--- src/rtl/uart_tx_pkg.sv ---
// Package: uart_tx_pkg
// Shared constants, the frame type and the frame builder for the serial
// transmitter. Assumes a data path at most DATA_W bits wide with a minimum
// character length of MIN_DATA bits.
package uart_tx_pkg;

    localparam int DATA_W   = 8;
    localparam int MIN_DATA = 5;
    localparam int LEN_W    = 2;
    localparam int FRAME_W  = DATA_W + 4;            // start + data + parity + 2 stop
    localparam int CNT_W    = $clog2(FRAME_W + 1);

    typedef struct packed {
        logic [FRAME_W-1:0] bits;                     // bit 0 goes out first
        logic [CNT_W-1:0]   count;                    // number of bits in the frame
    } frame_t;

    // Assemble the complete serial frame from a character and its settings
    function automatic frame_t build_frame(
        input logic [DATA_W-1:0] ch,
        input logic [LEN_W-1:0]  len_code,
        input logic              par_en,
        input logic              par_odd,
        input logic              stop2
    );
        frame_t f;
        int     n;
        logic   p;
        n      = MIN_DATA + int'(len_code);
        f.bits = '1;
        f.bits[0] = 1'b0;
        p = par_odd;
        for (int i = 0; i < DATA_W; i++) begin
            if (i < n) begin
                f.bits[i + 1] = ch[i];
                p = p ^ ch[i];
            end
        end
        if (par_en) begin
            f.bits[n + 1] = p;
        end
        f.count = CNT_W'(n + 2 + int'(par_en) + int'(stop2));
        return f;
    endfunction

endpackage

--- src/rtl/uart_baud_gen.sv ---
// Module: uart_baud_gen
// Bit-period divider. A restart pulse reloads it, and while enabled it emits
// one tick every DIV cycles. The first tick comes DIV cycles after the restart.
// Assumes CLK_HZ / BAUD rounds to at least 2.
module uart_baud_gen #(
    parameter int CLK_HZ = 100_000_000,
    parameter int BAUD   = 19_200
) (
    input  logic clk,
    input  logic rst_n,
    input  logic restart,
    input  logic en,
    output logic tick
);
    localparam int DIV  = (CLK_HZ + BAUD / 2) / BAUD;
    localparam int CW   = (DIV > 2) ? $clog2(DIV) : 1;
    localparam logic [CW-1:0] RELOAD = CW'(DIV - 1);

    logic [CW-1:0] cnt_q;

    // Count down one bit period, reloading on restart and on each tick
    always_ff @(posedge clk) begin
        if (!rst_n) begin
            cnt_q <= '0;
        end else if (restart) begin
            cnt_q <= RELOAD;
        end else if (en) begin
            cnt_q <= (cnt_q == '0) ? RELOAD : cnt_q - 1'b1;
        end
    end

    // A tick marks the end of the current bit
    always_comb begin
        tick = en && !restart && (cnt_q == '0);
    end

    a_r6_cnt_bound: assert property (@(posedge clk) disable iff (!rst_n)
        cnt_q <= RELOAD);

    a_r6_tick_spacing: assert property (@(posedge clk) disable iff (!rst_n)
        tick |=> !tick);

endmodule

--- src/rtl/uart_tx_hs.sv ---
// Module: uart_tx_hs
// Host handshake for the transmitter. It issues a one-cycle start when the
// request is high, the transmitter is idle, and the request has been seen low
// since the last start. Assumes busy_i comes from a register.
module uart_tx_hs (
    input  logic clk,
    input  logic rst_n,
    input  logic send_req,
    input  logic busy_i,
    output logic start_o
);
    logic armed_q;

    // Arm when the request is seen low; disarm on acceptance
    always_ff @(posedge clk) begin
        if (!rst_n) begin
            armed_q <= 1'b0;
        end else if (!send_req) begin
            armed_q <= 1'b1;
        end else if (start_o) begin
            armed_q <= 1'b0;
        end
    end

    // Accept a held request only when idle and armed
    always_comb begin
        start_o = send_req && !busy_i && armed_q;
    end

    a_r8_rise_needs_req: assert property (@(posedge clk) disable iff (!rst_n)
        $rose(busy_i) |-> $past(send_req));

    a_r8_no_double_start: assert property (@(posedge clk) disable iff (!rst_n)
        start_o |=> !start_o);

endmodule

--- src/rtl/uart_tx_shift.sv ---
// Module: uart_tx_shift
// Frame serializer. It loads the assembled frame on start and moves out one
// bit per tick. It goes idle after the last bit and drives the line from bit 0
// of its shift register. Assumes start arrives only while idle.
module uart_tx_shift
    import uart_tx_pkg::*;
(
    input  logic              clk,
    input  logic              rst_n,
    input  logic              start,
    input  logic              tick,
    input  logic [DATA_W-1:0] ch,
    input  logic [LEN_W-1:0]  len_code,
    input  logic              par_en,
    input  logic              par_odd,
    input  logic              stop2,
    output logic              active_o,
    output logic              txd_o
);
    frame_t             next_frame;
    logic [FRAME_W-1:0] sh_q;
    logic [CNT_W-1:0]   left_q;
    logic               active_q;

    // Build the frame from the inputs present at acceptance
    always_comb begin
        next_frame = build_frame(ch, len_code, par_en, par_odd, stop2);
    end

    // Load on start, shift on tick, and return to all-ones idle after the last bit
    always_ff @(posedge clk) begin
        if (!rst_n) begin
            sh_q     <= '1;
            left_q   <= '0;
            active_q <= 1'b0;
        end else if (start) begin
            sh_q     <= next_frame.bits;
            left_q   <= next_frame.count;
            active_q <= 1'b1;
        end else if (tick) begin
            if (left_q == CNT_W'(1)) begin
                sh_q     <= '1;
                left_q   <= '0;
                active_q <= 1'b0;
            end else begin
                sh_q   <= {1'b1, sh_q[FRAME_W-1:1]};
                left_q <= left_q - 1'b1;
            end
        end
    end

    // Drive the outputs from state
    always_comb begin
        active_o = active_q;
        txd_o    = sh_q[0];
    end

    a_r1_idle_high: assert property (@(posedge clk) disable iff (!rst_n)
        !active_q |-> txd_o);

    a_r2_start_low: assert property (@(posedge clk) disable iff (!rst_n)
        $rose(active_q) |-> !txd_o);

    a_r7_end_on_stop: assert property (@(posedge clk) disable iff (!rst_n)
        $fell(active_q) |-> $past(txd_o));

    a_r9_frame_frozen: assert property (@(posedge clk) disable iff (!rst_n)
        (active_q && !tick) |=> $stable(sh_q));

endmodule

--- src/rtl/uart_lvl_tx.sv ---
// Module: uart_lvl_tx
// Top of the asynchronous serial transmitter with a four-phase level
// handshake. It joins the handshake, the bit-period divider and the frame
// serializer. Assumes the host keeps the inputs steady while send_req is high
// and busy is low.
module uart_lvl_tx
    import uart_tx_pkg::*;
#(
    parameter int CLK_HZ = 100_000_000,
    parameter int BAUD   = 19_200
) (
    input  logic              clk,
    input  logic              rst_n,
    input  logic              send_req,
    input  logic [DATA_W-1:0] tx_char,
    input  logic [LEN_W-1:0]  cfg_len,
    input  logic              cfg_par_en,
    input  logic              cfg_par_odd,
    input  logic              cfg_stop2,
    output logic              busy,
    output logic              txd
);
    logic start;
    logic tick;
    logic active;

    uart_tx_hs u_hs (
        .clk      (clk),
        .rst_n    (rst_n),
        .send_req (send_req),
        .busy_i   (active),
        .start_o  (start)
    );

    uart_baud_gen #(
        .CLK_HZ (CLK_HZ),
        .BAUD   (BAUD)
    ) u_baud (
        .clk     (clk),
        .rst_n   (rst_n),
        .restart (start),
        .en      (active),
        .tick    (tick)
    );

    uart_tx_shift u_shift (
        .clk      (clk),
        .rst_n    (rst_n),
        .start    (start),
        .tick     (tick),
        .ch       (tx_char),
        .len_code (cfg_len),
        .par_en   (cfg_par_en),
        .par_odd  (cfg_par_odd),
        .stop2    (cfg_stop2),
        .active_o (active),
        .txd_o    (txd)
    );

    // Busy is the serializer's activity flag
    always_comb begin
        busy = active;
    end

    a_r7_busy_line_idle: assert property (@(posedge clk) disable iff (!rst_n)
        $fell(busy) |-> txd);

endmodule

--- config.mk ---
export PLATFORM = sky130hd
export DESIGN_NAME = uart_lvl_tx
export DESIGN_NICKNAME = d
export VERILOG_FILES = /design/src/rtl/uart_tx_pkg.sv /design/src/rtl/uart_baud_gen.sv /design/src/rtl/uart_tx_hs.sv /design/src/rtl/uart_tx_shift.sv /design/src/rtl/uart_lvl_tx.sv
export SDC_FILE = /design/constraint.sdc
export NUM_CORES = 1
export LEC_CHECK = 0
export ABC_CLOCK_PERIOD_IN_PS = 2400
export BUFFER_PORTS_ARGS = -buffer_cell sky130_fd_sc_hd__buf_2
export CAP_MARGIN = 15
export CORE_MARGIN = 1
export CORE_UTILIZATION = 25
export DETAILED_ROUTE_END_ITERATION = 8
export PLACE_DENSITY = 0.4
export SKIP_LAST_GASP = 1
export SYNTH_ARGS = -nofsm -noshare
export SYNTH_HDL_FRONTEND = slang
export SYNTH_SLANG_ARGS = --single-unit
--- constraint.sdc ---
create_clock -name clk -period 2.4 [get_ports clk]
set_input_delay 0.48 -clock clk [delete_from_list [all_inputs] [get_ports clk]]
set_output_delay 0.48 -clock clk [all_outputs]
set_load 0.01 [all_outputs]
==> flow_summary.yaml <==
run_status:
  status: "complete, no violations"
finish:
  fin_area_um2: 2303
  syn2layout_area_growth_pct: 19.70
  finalNonFillerCells: 363
  diodes: 0
  nets: 294
  drive_above_1_share: 0.1818
synth:
  yosysMostFrequentCell: "dfxtp_1"
  synth.distinct_cells: 44
  synth.area.top_cells: "dfxtp_1 32%, ha_1 9.1%, xnor2_1 5.0%"
  synth.yosys.seq_area_share: 0.3225
  syn_inst: 233
  syn_nets: 264
  synthFlopType: "dfxtp_1"
  synth.largest_area_cell: "dfxtp_1"
  synthArstFlopShare: 0
  yosysTopAreaCellShare: 0.3225
  netlist_area_um2: 1924
  ys_seq_elements: 31
  yosys-top-cells-count: "31 x dfxtp_1, 22 x nand2_1, 20 x nor2_1"
  yosysWarnings: 0
  synth.avg_cell_area_um2: 8.259
  synth_edf_count: 0
timing:
  finalSetupViolations: 0
  final_max_slew_viol_count: 0
  post-route-min-period_ps: 2125
  worst_pin_slew_ps: 605.8
  hold_viol_final: 0
  fmax_mhz: 470.6
  skew_ps: 7.623
  finalCritPeriodShare: 0.8854
  holdWs_ps: 431.6
  slew_headroom: 0.5950
  rsz0062_at_grt: "no"
  setup_slack_ps: 275.1
grt:
  grt_pass1_wl_mm: 8.390
  met1_usage: 0.1722
  grt_overflow: 0
  grt_max_degree: 13
  top_usage_layer: "met2"
  antenna_found_initial: 0
  grt_use_met3: 0.02538
  grt_pass1_vias: 1663
  track_usage: 0.1331
  met2_usage: 0.2250
placement:
  placedCellCount: 355
  port_buffers: 17
  placed_cell_area_um2: 2203
  routabilityCongestion: 0.7758
  dp_hpwl_mm: 3.951
  dpl_worst_slack_ps: -38.02
pwr:
  power.switching_w: 0.0004735
  p_per_area_nw_per_um2: 644.9
  p_leak_nw: 0.9174
  p_clk_frac: 0.306
  pwr-share-seq: 0.407
  power_frac_comb: 0.287
  p_int_w: 0.001012
  vdd_drop_max_mv: 0.1797
  p_sw_frac: 0.3187
  total_power_w: 0.001486
worst_setup_path:
  slowest_delay_ps: 560
  cp-end-kind: "flop"
  reg2reg_to: "u_shift.sh_q[6]$_SDFFE_PN1P_"
  critPathMaxFanout: 11
  r2r-start: "u_baud.cnt_q[0]$_SDFFE_PN0P_"
  cp.required_ps: 2540
  crit_slowest_cell: "xnor3_2"
  crit_arrival_ps: 2260
  r2r_setup_slack_ps: 290
  critPathTopFamily: "XOR/XNOR gates"
  path_buf_inv: 3
  cp-start-kind: "input port"
  worstSetupPathType: "in2reg"
  reg2regPathDepth: 7
  path_cells: "buf_2, inv_1, ha_1, inv_1, ha_1, nor2b_1, xnor2_1, xnor3_2, nor3_1, o311ai_0"
routing:
  vias_per_cell: 4.656
  firstDrtPassIters: 4
  num_vias: 1690
  wire_per_inst_um: 13.84
  route.detailed.drc: 0
  drt_iter0_markers: 58
  postRouteAntennaNets: 0
  wirelength_mm: 5.023
die:
  dieArea_um2: 8052
  core_area_um2: 7331
  rows: 31
  die_h_um: 89.74
  die_w_um: 89.74
  initial_utilization: 0.2625
  pin_count: 18
hold_path:
  hold_path_depth: 2
  min-delay-path-class: "in2reg"
  hold_end: "u_hs.armed_q$_SDFFE_PN0P_"
  holdCritStartpoint: "send_req"
clock_network:
  tritoncts: "yes"
  clockRootBuffer: "clkbuf_8"
  clock_latency_ps: 280
  cts_hold_buf: 0
  clk_transition_reported_paths_ps: 70
  cts_repair_resize_count: 0
  h-tree-depth: 2
  clock_path_buffers: 2
  cts_setup_buffers: 0
  clock_sinks: 31
  numCtsBuffers: 5
run:
  maxCapViolations: 0
==> metal layers <==
metal,wire [µm],vias to the layer above
met3,126,2
met5,0,-
met4,31,0
met1,2513,772
met2,2351,23
li1,-,893
==> flip-flops by register name, indices dropped and copies added (netlist names) <==
signal / flops
u_hs.armed_q: 1
u_shift.sh_q: 12
u_shift.left_q: 4
u_shift.active_o: 1
u_baud.cnt_q: 13
==> worst max-delay path by stage <==
stage | slack [ps] | depth (start not counted) | start | end
3_3_place_gp | 0.06 | 9 | cfg_len[0] | u_shift.sh_q[11]$_SDFFE_PN1P_
5_1_grt | 50 | 10 | cfg_len[0] | u_shift.sh_q[10]$_SDFFE_PN1P_
2_1_floorplan | 10 | 9 | cfg_len[0] | u_shift.sh_q[11]$_SDFFE_PN1P_
3_5_place_dp | -40 | 10 | cfg_len[0] | u_shift.sh_q[10]$_SDFFE_PN1P_
4_1_cts | 270 | 7 | u_baud.cnt_q[0]$_SDFFE_PN0P_ | u_shift.sh_q[6]$_SDFFE_PN1P_
6_report | 280 | 10 | cfg_len[0] | u_shift.sh_q[10]$_SDFFE_PN1P_
==> final cells by class <==
cell class                      instances  area [µm²]
Fill cell                             807        5027
Multi-Input combinational cell        178        1201
Sequential cell                        31       620.6
Timing Repair Buffer                   33       205.2
Tap cell                               99       123.9
Clock buffer                            8       100.1
Inverter                               14       52.55
==> metrics by stage <==
stage / TNS [ps] / util
2_1_floorplan: 0 / -
3_3_place_gp: 0 / 0.3006
3_5_place_dp: -50.93 / 0.3006
4_1_cts: 0 / 0.3142
5_1_grt: 0 / 0.3142
6_report: 0 / 0.3142
==> power by group through the flow <==
stage / Sequential (W) / Combinational, W / Clock, W
after floorplan: 0.000606 / 0.000325 / 0
after global placement: 0.000616 / 0.000436 / 0
after detailed placement: 0.000616 / 0.000431 / 0
after CTS: 0.000604 / 0.000433 / 0.000468
after global routing: 0.000614 / 0.000481 / 0.000498
final: 0.000604 / 0.000427 / 0.000455
==> cells by family after synthesis <==
kind of cell / count (synthesis) / synth area share
AO/OA/AOI/OAI: 56 / 0.1847
AND/OR/NAND/NOR: 87 / 0.2302
flip-flops: 31 / 0.3225
buffers and inverters: 24 / 0.05331
adder cells (fa/ha/maj): 15 / 0.1014
multiplexers: 2 / 0.01040
XOR/XNOR: 18 / 0.09753
==> worst reg2reg max path, cell delays in order, from the launching register on <==
cell and delay, ps:
dfxtp_1 310, inv_1 80, ha_1 190, nor4b_1 430
and3_1 390, a21oi_2 200, a221oi_1 330, nand2_1 80
==> cell usage in the layout (no fill, tap or decap), types with 2 or more instances in the layout <==
master    count
nand3_1       9
mux2i_1       2
dfxtp_1      31
o32ai_1       3
a21oi_1      18
xor2_1        5
buf_4        16
nor3b_1       4
nor4_1        2
a221oi_1      3
nand2_1      22
inv_1        14
xnor3_2       2
ha_1         14
or3_1         2
a31oi_1       7
nor2_1       20
xnor2_1      11
clkbuf_8      7
nor2b_1       3
o21ai_0      13
nand4_1       7
o221ai_1      3
nor3_1        9
and3_1        2
buf_2        17
No activity file was read; power rests on OpenSTA's default activity.
